### config.mk
export PLATFORM = sky130hd
export DESIGN_NAME = ack_byte_link
export DESIGN_NICKNAME = d
export VERILOG_FILES = /design/src/rtl/abl_pkg.sv /design/src/rtl/abl_tick.sv /design/src/rtl/abl_tx.sv /design/src/rtl/abl_rx.sv /design/src/rtl/ack_byte_link.sv
export SDC_FILE = /design/constraint.sdc
export NUM_CORES = 1
export LEC_CHECK = 0
export BUFFER_PORTS_ARGS = -buffer_cell sky130_fd_sc_hd__buf_2
export CAP_MARGIN = 20
export CORE_MARGIN = 2
export CORE_UTILIZATION = 40
export DETAILED_ROUTE_END_ITERATION = 7
export PLACE_DENSITY = 0.65
export SYNTH_ARGS = -nofsm -noshare
export SYNTH_HDL_FRONTEND = slang
export SYNTH_SLANG_ARGS = --single-unit
export TNS_END_PERCENT = 50
### constraint.sdc
create_clock -name clk -period 2.65 [get_ports clk]
set_input_delay 0.3975 -clock clk [delete_from_list [all_inputs] [get_ports clk]]
set_output_delay 0.3975 -clock clk [all_outputs]
set_load 0.02 [all_outputs]
### src/rtl/abl_pkg.sv
package abl_pkg;

  localparam int SAMPLES_PER_BIT = 8;
  localparam int DATA_PKT_BITS   = 11;
  localparam int ACK_PKT_BITS    = 2;
  localparam int PKT_W           = DATA_PKT_BITS;

  // Packet images are shifted out from bit 0 upwards.
  function automatic logic [PKT_W-1:0] data_packet(input logic [7:0] b);
    return {1'b0, b, 1'b1, 1'b1};
  endfunction

  function automatic logic [PKT_W-1:0] ack_packet();
    return {{(PKT_W-2){1'b0}}, 1'b0, 1'b1};
  endfunction

  // Terminal count of the sample-tick divider for the selected rate.
  function automatic int unsigned tick_last(input logic fast, input int unsigned base);
    return fast ? (base - 1) : (2 * base - 1);
  endfunction

  // Clocks in one bit period, written for anyone restating the timing.
  function automatic int unsigned bit_clocks(input logic fast, input int unsigned base);
    return (tick_last(fast, base) + 1) * SAMPLES_PER_BIT;
  endfunction

endpackage

### src/rtl/abl_tick.sv
module abl_tick #(
  parameter int BASE_DIV = 1
) (
  input  logic clk,
  input  logic rst_n,
  input  logic fast,
  output logic tick
);
  localparam int CW = $clog2(2 * BASE_DIV) + 1;

  logic [CW-1:0] cnt;
  logic [CW-1:0] last;

  assign last = CW'(abl_pkg::tick_last(fast, BASE_DIV));
  assign tick = (cnt >= last);

  always_ff @(posedge clk or negedge rst_n) begin
    if (!rst_n)    cnt <= '0;
    else if (tick) cnt <= '0;
    else           cnt <= cnt + 1'b1;
  end
endmodule

### src/rtl/abl_tx.sv
module abl_tx (
  input  logic       clk,
  input  logic       rst_n,
  input  logic       tick,
  input  logic       req_ack,
  input  logic       req_data,
  input  logic [7:0] data,
  output logic       line,
  output logic       launch_ack,
  output logic       launch_data
);
  import abl_pkg::*;

  logic             busy;
  logic [PKT_W-1:0] sh;
  logic [3:0]       left;
  logic [2:0]       sub;
  logic             bit_end;
  logic             pkt_end;

  assign launch_ack  = tick && !busy && req_ack;
  assign launch_data = tick && !busy && !req_ack && req_data;
  assign bit_end     = busy && tick && (sub == 3'(SAMPLES_PER_BIT - 1));
  assign pkt_end     = bit_end && (left == 4'd1);
  assign line        = busy & sh[0];

  always_ff @(posedge clk or negedge rst_n) begin
    if (!rst_n) begin
      busy <= 1'b0;
      sh   <= '0;
      left <= '0;
      sub  <= '0;
    end else if (launch_ack) begin
      busy <= 1'b1;
      sh   <= ack_packet();
      left <= 4'(ACK_PKT_BITS);
      sub  <= '0;
    end else if (launch_data) begin
      busy <= 1'b1;
      sh   <= data_packet(data);
      left <= 4'(DATA_PKT_BITS);
      sub  <= '0;
    end else if (bit_end) begin
      sh   <= sh >> 1;
      sub  <= '0;
      left <= left - 1'b1;
      if (pkt_end) busy <= 1'b0;
    end else if (busy && tick) begin
      sub <= sub + 1'b1;
    end
  end

  // every packet ends on a low bit.
  assert_last_bit_low_R2: assert property (@(posedge clk) disable iff (!rst_n)
    (busy && left == 4'd1) |-> !line);

  // a packet in progress keeps going until its final bit ends.
  assert_no_preempt_R8: assert property (@(posedge clk) disable iff (!rst_n)
    (busy && !pkt_end) |=> (busy && !launch_ack && !launch_data));
endmodule

### src/rtl/abl_rx.sv
module abl_rx (
  input  logic       clk,
  input  logic       rst_n,
  input  logic       tick,
  input  logic       line_async,
  output logic       byte_done,
  output logic       ack_seen,
  output logic [7:0] byte_q
);
  import abl_pkg::*;

  localparam logic [3:0] FIRST_WAIT = 4'(SAMPLES_PER_BIT + SAMPLES_PER_BIT / 2 - 1);
  localparam logic [3:0] NEXT_WAIT  = 4'(SAMPLES_PER_BIT - 1);

  logic [1:0] sy;
  logic       s;
  logic       prev;
  logic       run;
  logic [3:0] cnt;
  logic [3:0] idx;
  logic [6:0] sr;
  logic       rise;
  logic       sample;

  assign s      = sy[1];
  assign rise   = tick && !run && s && !prev;
  assign sample = tick && run && (cnt == 4'd0);

  assign ack_seen  = sample && (idx == 4'd0) && !s;
  assign byte_done = sample && (idx == 4'd8);
  assign byte_q    = {s, sr};

  always_ff @(posedge clk or negedge rst_n) begin
    if (!rst_n) begin
      sy   <= '0;
      prev <= 1'b0;
      run  <= 1'b0;
      cnt  <= '0;
      idx  <= '0;
      sr   <= '0;
    end else begin
      sy <= {sy[0], line_async};
      if (tick) prev <= s;
      if (rise) begin
        run <= 1'b1;
        cnt <= FIRST_WAIT;
        idx <= '0;
      end else if (sample) begin
        cnt <= NEXT_WAIT;
        if (idx == 4'd0) begin
          if (!s) run <= 1'b0;
          else    idx <= 4'd1;
        end else if (idx == 4'd8) begin
          run <= 1'b0;
        end else begin
          sr  <= {s, sr[6:1]};
          idx <= idx + 1'b1;
        end
      end else if (run && tick) begin
        cnt <= cnt - 1'b1;
      end
    end
  end

  // each bit is taken where the synchronized line has been steady.
  assert_mid_bit_R9: assert property (@(posedge clk) disable iff (!rst_n)
    sample |-> (s == $past(s)));
endmodule

### src/rtl/ack_byte_link.sv
module ack_byte_link #(
  parameter int BASE_DIV = 1
) (
  input  logic       clk,
  input  logic       rst_n,
  input  logic       fast_rate,
  input  logic       tx_valid,
  input  logic [7:0] tx_data,
  output logic       tx_ready,
  output logic       rx_valid,
  output logic [7:0] rx_data,
  input  logic       rx_ready,
  input  logic       link_in,
  output logic       link_out
);
  logic       tick;
  logic       launch_ack;
  logic       launch_data;
  logic       byte_done;
  logic       ack_seen;
  logic [7:0] byte_q;

  logic [7:0] hold_q;
  logic       hold_full;
  logic       outstanding;
  logic       ack_pend;
  logic       rx_full;
  logic [7:0] rx_q;
  logic       accept;
  logic       drain;

  assign accept   = tx_valid && !outstanding;
  assign drain    = rx_full && rx_ready;
  assign tx_ready = !outstanding;
  assign rx_valid = rx_full;
  assign rx_data  = rx_q;

  abl_tick #(.BASE_DIV(BASE_DIV)) u_tick (
    .clk(clk), .rst_n(rst_n), .fast(fast_rate), .tick(tick)
  );

  abl_tx u_tx (
    .clk(clk), .rst_n(rst_n), .tick(tick),
    .req_ack(ack_pend), .req_data(hold_full), .data(hold_q),
    .line(link_out), .launch_ack(launch_ack), .launch_data(launch_data)
  );

  abl_rx u_rx (
    .clk(clk), .rst_n(rst_n), .tick(tick), .line_async(link_in),
    .byte_done(byte_done), .ack_seen(ack_seen), .byte_q(byte_q)
  );

  always_ff @(posedge clk or negedge rst_n) begin
    if (!rst_n) begin
      hold_q      <= '0;
      hold_full   <= 1'b0;
      outstanding <= 1'b0;
    end else begin
      if (accept) begin
        hold_q      <= tx_data;
        hold_full   <= 1'b1;
        outstanding <= 1'b1;
      end
      if (launch_data) hold_full <= 1'b0;
      if (ack_seen && outstanding && !hold_full) outstanding <= 1'b0;
    end
  end

  always_ff @(posedge clk or negedge rst_n) begin
    if (!rst_n) begin
      rx_full  <= 1'b0;
      rx_q     <= '0;
      ack_pend <= 1'b0;
    end else begin
      if (launch_ack) ack_pend <= 1'b0;
      if (drain) begin
        rx_full  <= 1'b0;
        ack_pend <= 1'b1;
      end
      if (byte_done && !rx_full) begin
        rx_full <= 1'b1;
        rx_q    <= byte_q;
      end
    end
  end

  assert_ack_after_drain_R7: assert property (@(posedge clk) disable iff (!rst_n)
    launch_ack |-> !rx_full);

  assert_no_overwrite_R7: assert property (@(posedge clk) disable iff (!rst_n)
    byte_done |-> !rx_full);

  assert_rx_hold_R6: assert property (@(posedge clk) disable iff (!rst_n)
    (rx_valid && !rx_ready) |=> (rx_valid && $stable(rx_data)));

  assert_one_in_flight_R4: assert property (@(posedge clk) disable iff (!rst_n)
    launch_data |-> (outstanding && !tx_ready));
endmodule

[After elaboration in Yosys (flattened, before gate mapping)]
Cells that the tools add are included.
Storage, ports and cells
  bits in registers: 60
  input bits: 14
  output and inout bits: 11
Cells by class
  add/subtract/negate cells: 5
  magnitude comparators: 1
  equal/unequal tests: 6
  mux-type cells: 36
  bitwise operators: 4
  reduce and logical (&&, ||, !) cells: 44
Operators by type and width (count)
  4-bit 2-to-1 mux: 11
  11-bit 2-to-1 mux: 3
  1-bit logical AND: 20
  1-bit 2-to-1 mux: 17
  3-bit 2-to-1 mux: 4
  3-bit nonzero test: 4
  2-bit nonzero test: 5
  1-bit logical NOT: 8
  4-bit logical NOT: 2
  4-bit by 1-bit subtractor with 4-bit output, second input constant: 2
  3-bit AND reduction: 2
  4-bit by 1-bit adder with 4-bit output, second input constant: 1
  4-bit by 1-bit equality test with 1-bit output, second input constant: 1
  4-bit equality test, second input constant: 1
  4-bit AND reduction: 1
  4-bit nonzero test: 1
  3-bit by 1-bit adder with 3-bit output, second input constant: 1
  3-bit equality test, second input constant: 1
  3-bit by 1-bit inequality test with 1-bit output, second input constant: 1
  3-bit by 2-bit inequality test with 1-bit output, second input constant: 1
  3-bit inequality test, second input constant: 1
  1-bit NOT: 3
  2-bit by 1-bit adder with 2-bit output, second input constant: 1
  2-bit greater-or-equal comparator: 1
  other kinds (3): 3

[Depth between registers and ports, before layout]
Gate-level depths: netlist (run 1).
  depth after elaboration: 9
  mapped depth: 9
  mapped depth without buffers: 6

[Hierarchy]
From an unflattened synthesis (run 1), not the netlist that was laid out.
Second synthesis, totals
  cells, all modules: 219
  area, all modules: 2812.7 um2
By module, submodules not included
  abl_tx: instances 1, cells each 82, area each 950.9 um2, seq. area each 450.4 um2
  abl_rx: instances 1, cells each 81, area each 935.9 um2, seq. area each 475.5 um2
  ack_byte_link: instances 1, cells each 48, area each 825.8 um2, seq. area each 500.5 um2
  abl_tick: instances 1, cells each 8, area each 100.1 um2, seq. area each 50.0 um2

[Least setup slack after synthesis (run 1)]
No wires, ideal clock.
  kind: input to register
  from: input port fast_rate
  to: register rx_q[0], in the netlist rx_data[0]
  arrival time: 1.967 ns
  required time: 2.525 ns
  setup slack: 0.558 ns
  cell stages on the path: 8
  path through: inv_1 -> ha_1 -> or3b_1 -> clkbuf_1 -> nand3_2 -> or4_1 -> buf_6 -> mux2_4
Between the ends
  cells in the longest elaborated chain, start to end: 6
RTL lines
  start: declaration: RTL line ack_byte_link.sv:6  | input logic fast_rate,
  1-bit 2-to-1 mux: RTL line abl_pkg.sv:19  | return fast ? (base - 1) : (2 * base - 1);
  2-bit greater-or-equal comparator: RTL line abl_tick.sv:15  | assign tick = (cnt >= last);
  1-bit logical AND (2 in series): RTL line abl_rx.sv:27  | assign sample = tick && run && (cnt == 4'd0);
  1-bit logical AND: RTL line abl_rx.sv:30  | assign byte_done = sample && (idx == 4'd8);
  1-bit logical AND: RTL line ack_byte_link.sv:80  | if (byte_done && !rx_full) begin
  end signal: assignment: RTL line ack_byte_link.sv:82  | rx_q <= byte_q;
  end: declaration: RTL line ack_byte_link.sv:28  | logic [7:0] rx_q;
Every way passes these cells.
A chain may end at the register's enable or synchronous reset.

[Worst setup path in the final report (run 1)]
  from: register u_rx.cnt[0]
  to: register rx_q[2], in the netlist rx_data[2]
Between the ends
  cells in the longest elaborated chain, start to end: 4
RTL lines
  start: declaration: RTL line abl_rx.sv:19  | logic [3:0] cnt;
  start signal: assignment: RTL line abl_rx.sv:60  | cnt <= cnt - 1'b1;
  4-bit logical NOT: RTL line abl_rx.sv:27
  1-bit logical AND: RTL line abl_rx.sv:27
  1-bit logical AND: RTL line abl_rx.sv:30
  1-bit logical AND: RTL line ack_byte_link.sv:80
Every way passes these cells.

==> key figures, run 1 <==
CTS
  • PostCTS Resize Cnt: 0
  • Post-CTS Setup Bufs: 0
  • Max clock buf depth: 2
  • CTS tree: yes
  • H-tree levels: 3
  • CTS Sinks: 59
  • Worst-Skew Late Latency: approximately 330 ps
  • CTS Hold Buffers Added: 0
  • Worst-path clk slew: 70 ps
  • Num CTS Buffers: 9
  • Clk root buf: clkbuf_8

Timing
  • Setup violators final: 0
  • Fin crit period: 2330 ps
  • RSZ-0062 raised after global routing: false
  • Worst hold slack: 44.0 ps
  • Max Slew Vio Count: 0
  • Slew of the pin with the lowest slew margin: 501 ps
  • Max transition margin: 66.2%
  • Period utilisation layout: 88.1%
  • Post-route worst setup slack: 316 ps
  • Hold Fails Final Rpt: 0
  • Final setup TNS: 0 ps
  • FMAX: 0.428 GHz
  • Worst Skew: between 7 and 8 ps

Cells and area
  • Commonest non-fill, non-tap cell in the layout: dfrtp_1
  • Final Non-Filler Cells: 335
  • Post-layout util: between 40% and 50%
  • Finished Cell Area: 3080 um2
  • Layout cells sized above 1: 28.3%
  • # fillers: 558
  • Layout area overhead: 16.9%
  • Most frequent cells in the layout: dfrtp_1 (59), buf_2 (24), inv_1 (19)
  • N_diodes: 0
  • # nets final: 275

Floorplan
  • Initial Util: 41.4%
  • Core Box Area: 6350 um2
  • Die W: roughly 85 um
  • Die area: between 7000 and 8000 um2
  • Die height: between 80 and 90 um
  • FP Rows: 29
  • Io pins: 25

Placed design
  • Total placed cells including tap cells: 319
  • Routability Congestion: between 0.7 and 0.8
  • Post-DP HPWL: 3140 um
  • DP Area: between 2000 and 3000 um2
  • Number of I/O port buffers: 24
  • Pre-CTS setup slack: 256 ps

Synthesis
  • Main synth FF type: dfrtp_1
  • Top-area cell type share of the netlist area: 56.1%
  • Seq/Total Area, Yosys: a little under three fifths
  • Synth top area cells: dfrtp_1 (56%), mux2_2 (6.4%), mux2_4 (4.6%)
  • Post-synth EDFFs: 0
  • Syn_area_per_cell: 11.8 um2
  • Synth cell types: between 40 and 50
  • Asr flop ratio synth: 100%
  • Synth Cell Area: 2630 um2
  • #FFs+latches synth: 59
  • Cell accounting for the most synthesized area: dfrtp_1
  • Yosys warning count: 0
  • Cell count after synthesis: between 200 and 250
  • Syn Nets: around 250

Power
  • NetSw: between 1 and 1.5 mW
  • Power per Cell Area: 1050 nW/um2
  • Gate power share: 26.6%
  • Pleak: 1.54 nW
  • Internal power: 2.20 mW
  • Clock Power Share: 28.5%
  • Switch share: roughly a third
  • Total chip power: 3.24 mW
  • Reg power frac: 44.9%
  • VDD IR max: between 0.0004 and 0.0005 V

Setup path
  • CP cell instances: inv_1, ha_1, nor3b_4, nand3_2, or4_1, mux2_4
  • Reg2Reg Setup Slack: around 320 ps
  • Worst r2r path cells: 6
  • Crit path required time: ~2900 ps
  • R2R Path Start: u_rx.cnt[0]$_DFFE_PN0P_
  • Worst-path maximum fanout: 9
  • Crit path launch type: flop
  • Slowest stage delay, CP: 760 ps
  • WP data arrival: 2550 ps
  • Crit Reg-Reg Endpoint: rx_data[2]$_DFFE_PN0P_
  • CP max stage cell: or4_1
  • Critical Path End Type: flop
  • Crit Path Class: reg2reg

Global route
  • Initial antenna violation count: 0
  • Number of global-route vias before repair: about 1800
  • Total congestion overflow: 0
  • First-pass GRT wire length: 8310 um
  • Pin count of the biggest net entering global routing: 60
  • GRT Total Usage: 14.7%

Route
  • 1st-iter DRT viols: 144
  • Post-DR wirelength/cell: 13.8 um
  • DRC viols: 0
  • Via/cell ratio: 5.23
  • Antenna Violating Nets Remaining: 0
  • Drt total wl: 4620 um
  • Pre-antenna DRT Iters: 4
  • Via count: 1752

Status
  • Status: finished, final reports clean

Min path
  • HP Class: in2async

Run
  • Number of max-cap violations: 0
metal layers:
metal	vias up	part of all wire, %	GRT usage (%)
li1	846	-	-
met1	865	48	19.8
met2	34	46	22.2
met3	7	4.2	3.21
met4	0	1.8	7.79
met5	-	0	0
cell type report:
class | count | area (um2) | share of cell area (%)
clock buffer | 10 | 138 | 4.47
clock inverter | 6 | 88.8 | 2.89
inverter | 19 | 71.3 | 2.32
multi-input combinational | 135 | 1040 | 33.7
sequential | 59 | 1480 | 48.0
tap | 77 | 96.3 | 3.13
timing repair buffer | 29 | 170 | 5.53
Yosys cell counts, types with 6 or more instances:
library cell  count
nand2_1          18
inv_1            19
dfrtp_1          59
nand3_1           7
nor2_1           12
mux2_2           15
a21oi_1           7
a222oi_1          7
ha_1              8
o21ai_0           8
mux2_4            8
clkbuf_1          6
logic make-up (layout without fill, tap and decap cells):
logic type | Yosys count | in the layout | synth area share [%]
buffers and inverters | 29 | 64 | 4.52
adder cells (fa/ha/maj) | 8 | 8 | 3.80
XOR/XNOR | 3 | 3 | 0.999
flip-flops | 59 | 59 | 56.1
AO/OA/AOI/OAI | 34 | 34 | 9.32
AND/OR/NAND/NOR | 64 | 64 | 13.1
multiplexers | 26 | 26 | 12.1
critical path: cells and delay by family (launching register included):
family | cells | cell delay, ps
flip-flops | 1 | 390
adder cells (fa/ha/maj) | 1 | 190
AND/OR/NAND/NOR | 3 | 1170
buffers and inverters | 1 | 80
multiplexers | 1 | 390
state kept, by name, indices dropped and copies added (netlist names):
register / count
u_tx.sh: 10
hold_q: 8
rx_data: 8
u_rx.sr: 7
u_rx.cnt: 4
u_rx.idx: 4
u_tx.left: 4
u_tx.sub: 3
u_rx.sy: 2
u_tick.cnt: 2
ack_pend: 1
hold_full: 1
outstanding: 1
rx_valid: 1
u_rx.prev: 1
u_rx.run: 1
u_tx.busy: 1
power by group through the flow:
stage                     clock (mW)  combinational, mW  sequential [mW]
after floorplan                    0              0.714             1.39
after global placement             0              0.831             1.46
after detailed placement           0              0.870             1.47
after CTS                      0.948              0.878             1.46
after global routing           0.996              0.997             1.51
final                          0.923              0.861             1.46
worst max path at each step:
stage | start | cells past startpoint | to
5_1_grt | u_rx.cnt[0]$_DFFE_PN0P_ | 6 | rx_data[2]$_DFFE_PN0P_
2_1_floorplan | fast_rate | 8 | rx_data[0]$_DFFE_PN0P_
3_5_place_dp | fast_rate | 8 | u_rx.idx[2]$_DFFE_PN0P_
6_report | u_rx.cnt[0]$_DFFE_PN0P_ | 6 | rx_data[2]$_DFFE_PN0P_
4_1_cts | u_rx.cnt[1]$_DFFE_PN0P_ | 6 | rx_data[0]$_DFFE_PN0P_
3_3_place_gp | fast_rate | 8 | u_rx.idx[2]$_DFFE_PN0P_
Note: power is estimated with default switching activity, not from simulation.
==> run 2: changes to the inputs <==
- CORE_ASPECT_RATIO: not set -> 0.7
==> key figures, run 2 (same netlist as run 1, synthesis figures left out) <==
Power
  • Switch share: 33.4% (+1.3 points)
  • Gate power share: 27.9% (+1.3 points)
  • Clock Power Share: 26.0% (-2.5 points)
  • Pleak: 1.54 nW (about the same)
  • Reg power frac: 46.1% (+1.2 points)
  • VDD IR max: 0.000443 V (-4.0%)
  • Internal power: 2.09 mW (-4.8%)
  • Power per Cell Area: 1020 nW/um2 (-2.7%)
  • Total chip power: 3.14 mW (-3.0%)
  • NetSw: 1.05 mW (+0.82%)

CTS
  • H-tree levels: 3 (unchanged)
  • CTS tree: yes
  • Num CTS Buffers: 9 (unchanged)
  • CTS Hold Buffers Added: 0 (unchanged)
  • Worst-path clk slew: 70 ps (about the same)
  • Post-CTS Setup Bufs: 0 (unchanged)
  • PostCTS Resize Cnt: 0 (unchanged)
  • Clk root buf: clkbuf_8
  • Max clock buf depth: 2 (unchanged)
  • Worst-Skew Late Latency: 350 ps (+20 ps)
  • CTS Sinks: 59 (unchanged)

Placed design
  • Number of I/O port buffers: 24 (unchanged)
  • Post-DP HPWL: 3090 um (-1.4%)
  • Routability Congestion: 0.750 (+0.19%)
  • Pre-CTS setup slack: 265 ps (+9.39 ps)

Setup path
  • Crit path required time: 2880 ps (+20 ps)
  • Crit path launch type: flop
  • CP cell instances: inv_1, ha_1, nor3b_4, nand3_2, or4_1, mux2_4
  • Bufs and invs on worst path: 1 (unchanged)
  • Worst-path maximum fanout: 9 (unchanged)
  • Delay-heaviest family, CP: simple AND/OR/NAND/NOR gates
  • Slowest stage delay, CP: 770 ps (about the same)
  • WP data arrival: 2540 ps (about the same)
  • CP max stage cell: or4_1
  • Crit Path Class: reg2reg
  • Critical Path End Type: flop

Cells and area
  • Layout area overhead: 16.6%
  • Max FFs per register: 10 (unchanged)
  • # nets final: 277 (+0.73%)
  • Most frequent cells in the layout: dfrtp_1 (59), buf_2 (24), inv_1 (19)
  • Top reg by flops: u_tx.sh
  • # fillers: 586 (+5.0%)
  • Layout cells sized above 1: 28.8% (+0.55 points)
  • Commonest non-fill, non-tap cell in the layout: dfrtp_1
  • N_diodes: 0 (unchanged)
  • Post-layout util: 48.7% (+0.20 points)

Timing
  • Slew of the pin with the lowest slew margin: 554 ps (+52.2 ps)
  • RSZ-0062 raised after global routing: false
  • Hold Fails Final Rpt: 0 (unchanged)
  • Final setup TNS: 0 ps (unchanged)
  • Max transition margin: 62.7% (-3.5 points)
  • Worst Skew: 9.52 ps (+2.36 ps)
  • Setup violators final: 0 (unchanged)
  • Post-route worst setup slack: 338 ps (+22.0 ps)
  • FMAX: 0.433 GHz (+0.95%)
  • Period utilisation layout: 87.2% (-0.83 points)
  • Fin crit period: 2310 ps (-22.0 ps)
  • Max Slew Vio Count: 0 (unchanged)

Global route
  • Initial antenna violation count: 0 (unchanged)
  • Total congestion overflow: 0 (unchanged)
  • Number of global-route vias before repair: 1602 (-11%)
  • Pin count of the biggest net entering global routing: 60 (unchanged)
  • First-pass GRT wire length: 7670 um (-7.7%)
  • GRT Total Usage: 14.1% (-0.65 points)

Floorplan
  • FP Rows: 24 (-17%)
  • Die W: 101 um (+19%)
  • Io pins: 25 (unchanged)
  • Die area: 7250 um2 (+0.15%)
  • Die height: 71.9 um (-16%)
  • Core Box Area: 6310 um2 (-0.69%)
  • Initial Util: 41.7% (+0.29 points)

Route
  • Pre-antenna DRT Iters: 4 (unchanged)
  • Via count: 1701 (-2.9%)
  • Post-DR wirelength/cell: 13.6 um (-1.4%)
  • DRC viols: 0 (unchanged)
  • Drt total wl: 4600 um (-0.56%)
  • Antenna Violating Nets Remaining: 0 (unchanged)
  • Via/cell ratio: 5.03 (-3.8%)
  • 1st-iter DRT viols: 129 (-10%)

Run
  • Number of max-cap violations: 0 (unchanged)

Status
  • Status: finished, final reports clean

Min path
  • HP Class: in2async
## run 2: path summary, 6_finish.rpt
path | start | end | slack, ps | cells past startpoint
setup / recovery | u_rx.cnt[0]$_DFFE_PN0P_ | rx_data[5]$_DFFE_PN0P_ | 340 | 6
hold / removal | rst_n | rx_data[3]$_DFFE_PN0P_ | 40 | 2
setup reg to reg | u_rx.cnt[0]$_DFFE_PN0P_ | rx_data[5]$_DFFE_PN0P_ | 340 | 6
hold reg to reg | u_rx.sy[0]$_DFF_PN0_ | u_rx.sy[1]$_DFF_PN0_ | 350 | 0
max in group asynchronous | rst_n | u_tx.left[3]$_DFFE_PN0P_ | 2350 | 2
min in group clk | link_in | u_rx.sy[0]$_DFF_PN0_ | 160 | 1
## run 2: cell type report
class	instances	area [um2]	area share (%)
clock buffers	9	124	4.04
clock inverters	7	77.6	2.53
inverters	19	71.3	2.32
multi-input cells	135	1040	33.8
flip-flops and latches	59	1480	48.1
well taps	78	97.6	3.18
repair buffers	31	185	6.04
## run 2: routing by layer
layer | vias to the layer above | GRT usage (%) | part of all wire [%] | routed length (um)
met3 | 5 | 6.73 | 5.8 | 267
met4 | 0 | 4.05 | 0.59 | 27
met1 | 813 | 20.2 | 53 | 2450
li1 | 849 | - | - | -
met5 | - | 0 | 0 | 0
met2 | 34 | 18.8 | 40 | 1850
## run 2: per-stage QoR
| step | cell area, um2 | cells | hold WS (ps) |
|---|---|---|---|
| after global routing | 3070 | 338 | 55.2 |
| after global placement | 2870 | 322 | 334 |
| after CTS | 3070 | 338 | 45.0 |
| after floorplan | 2630 | 223 | 102 |
| after detailed placement | 2870 | 322 | 340 |
| final | 3070 | 338 | 43.4 |
## run 2: power groups by stage
stage | Combinational (mW) | Sequential (mW) | Clock [mW]
2_1_floorplan | 0.714 | 1.39 | 0
3_3_place_gp | 0.857 | 1.46 | 0
3_5_place_dp | 0.887 | 1.46 | 0
4_1_cts | 0.890 | 1.45 | 0.844
5_1_grt | 1.00 | 1.50 | 0.889
6_report | 0.876 | 1.45 | 0.816
==> run 3: changes to the inputs <==
- GPL_ROUTABILITY_DRIVEN: not set -> 1
- PLACE_DENSITY: 0.65 -> not set
- PLACE_DENSITY_LB_ADDON: not set -> 0.12
==> key figures, run 3 (same netlist as run 1, synthesis figures left out) <==
Status
  • Status: finished, final reports clean

Setup path
  • Start point of the critical path: u_rx.cnt[0]$_DFFE_PN0P_
  • R2R Path Start: u_rx.cnt[0]$_DFFE_PN0P_
  • Crit path launch type: flop
  • Crit path required time: 2870 ps (about the same)
  • WP data arrival: 2560 ps (+20 ps)
  • Crit Path Class: reg2reg
  • Worst-path maximum fanout: 9 (unchanged)
  • Critical Path End Type: flop

CTS
  • CTS Sinks: 59 (unchanged)
  • PostCTS Resize Cnt: 0 (unchanged)
  • Clk root buf: clkbuf_8
  • Worst-path clk slew: 60 ps (about the same)
  • CTS tree: yes
  • CTS Hold Buffers Added: 0 (unchanged)
  • H-tree levels: 3 (unchanged)
  • Worst-Skew Late Latency: 340 ps (about the same)
  • Max clock buf depth: 2 (unchanged)
  • Num CTS Buffers: 9 (unchanged)
  • Post-CTS Setup Bufs: 0 (unchanged)

Timing
  • Slew of the pin with the lowest slew margin: 735 ps (+181 ps)
  • Fin crit period: 2340 ps (+23.3 ps)
  • FMAX: 0.428 GHz (-1.0%)
  • Final setup TNS: 0 ps (unchanged)
  • Period utilisation layout: 88.1% (+0.88 points)
  • Max Slew Vio Count: 0 (unchanged)
  • Worst hold slack: 166 ps (+123 ps)
  • Setup violators final: 0 (unchanged)
  • Hold Fails Final Rpt: 0 (unchanged)
  • Max transition margin: 51.0% (-12 points)
  • RSZ-0062 raised after global routing: false
  • Worst Skew: 6.28 ps (-3.24 ps)

Cells and area
  • Area of the multi-input gates: 1040 um2 (unchanged)
  • N_diodes: 0 (unchanged)
  • # nets final: 276 (-0.36%)
  • Layout cells sized above 1: 28.2% (-0.66 points)
  • Finished Cell Area: 3060 um2 (-0.12%)
  • Post-layout util: 48.6% (-0.060 points)
  • Layout area overhead: 16.5%
  • Commonest non-fill, non-tap cell in the layout: dfrtp_1
  • # fillers: 599 (+2.2%)
  • Max FFs per register: 10 (unchanged)
  • Most frequent cells in the layout: dfrtp_1 (59), buf_2 (24), inv_1 (19)
  • Top reg by flops: u_tx.sh
  • Sequential Area: 1480 um2 (unchanged)

Route
  • Antenna Violating Nets Remaining: 0 (unchanged)
  • DRC viols: 0 (unchanged)
  • Pre-antenna DRT Iters: 4 (unchanged)
  • Post-DR wirelength/cell: 13.7 um (+1.0%)
  • Drt total wl: 4630 um (+0.74%)
  • Via/cell ratio: 5.08 (+0.89%)
  • 1st-iter DRT viols: 78 (-40%)
  • Via count: 1711 (+0.59%)

Global route
  • Pin count of the biggest net entering global routing: 60 (unchanged)
  • Initial antenna violation count: 0 (unchanged)
  • First-pass GRT wire length: 8150 um (+6.3%)
  • Number of global-route vias before repair: 1703 (+6.3%)
  • GRT Total Usage: 14.8% (+0.73 points)
  • Total congestion overflow: 0 (unchanged)

Power
  • Internal power: 2.17 mW (+3.9%)
  • Clock Power Share: 27.8% (+1.8 points)
  • NetSw: 1.03 mW (-1.6%)
  • Pleak: 1.54 nW (-0.22%)
  • Power per Cell Area: 1050 nW/um2 (+2.2%)
  • Reg power frac: 45.5% (-0.6 points)
  • VDD IR max: 0.000481 V (+8.8%)
  • Switch share: 32.2% (-1.2 points)
  • Gate power share: 26.6% (-1.3 points)

Placed design
  • Routability Congestion: 0.755 (+0.64%)
  • Post-DP HPWL: 3100 um (+0.24%)
  • DP Area: 2850 um2 (-0.70%)
  • Number of I/O port buffers: 24 (unchanged)

Floorplan
  • Die W: 101 um (unchanged)
  • FP Rows: 24 (unchanged)
  • Initial Util: 41.7% (unchanged)
  • Die height: 71.9 um (unchanged)
  • Die area: 7250 um2 (unchanged)
  • Io pins: 25 (unchanged)
  • Core Box Area: 6310 um2 (unchanged)

Run
  • Number of max-cap violations: 0 (unchanged)

Min path
  • HP Class: in2reg
  • Hold Crit Start: link_in
==> run 3: cell types whose count changed in the layout (fill, tap and decap cells not counted) <==
cell and delta:
buf_12 -1, bufinv_16 +1, clkbuf_1 +1, clkinv_4 -1, inv_6 -1
==> run 3: path summary, 6_finish.rpt <==
path / slack (ps) / endpoint / depth (start not counted)
setup reg to reg: 310 / rx_data[2]$_DFFE_PN0P_ / 6
setup / recovery: 310 / rx_data[2]$_DFFE_PN0P_ / 6
max in group asynchronous: 1960 / hold_q[5]$_DFFE_PN0P_ / 2
hold reg to reg: 350 / u_rx.sy[1]$_DFF_PN0_ / 0
hold / removal: 170 / u_rx.sy[0]$_DFF_PN0_ / 1
min in group asynchronous: 200 / u_rx.idx[1]$_DFFE_PN0P_ / 2
==> run 3: critical path: stages (launching register included) <==
cell and delay (ps):
dfrtp_1 390, inv_1 90, ha_1 200, nor3b_4 270, nand3_2 130, or4_1 750, mux2_4 390
==> run 3: layout make-up <==
| class | count | share of cell area (%) |
|---|---|---|
| flip-flops and latches | 59 | 48.2 |
| multi-input cells | 135 | 33.8 |
| repair buffers | 30 | 5.39 |
| clock buffers | 10 | 4.16 |
| well taps | 78 | 3.18 |
| clock inverters | 6 | 2.94 |
| inverters | 19 | 2.33 |
==> run 3: power groups by stage <==
stage               registers, mW  logic (mW)  clock network (mW)
finish                       1.46       0.854               0.893
global route                 1.51       0.987               0.961
CTS                          1.46       0.870               0.921
detailed placement           1.47       0.869                   0
global placement             1.47       0.845                   0
floorplan                    1.39       0.714                   0
==> run 3: routing by layer <==
| metal | wire length, um | vias up | GRT usage, % |
|---|---|---|---|
| met2 | 2030 | 31 | 21.3 |
| met1 | 2350 | 830 | 20.0 |
| met5 | 0 | - | 0 |
| met3 | 212 | 4 | 6.54 |
| met4 | 40 | 0 | 4.95 |
| li1 | - | 846 | - |
==> run 3: through the flow <==
stage / power (mW) / setup slack [ps] / instances
3_3_place_gp: 2.32 / 350 / 321
6_report: 3.21 / 315 / 337
5_1_grt: 3.46 / 185 / 337
4_1_cts: 3.25 / 303 / 337
2_1_floorplan: 2.10 / 558 / 223
3_5_place_dp: 2.34 / 307 / 321
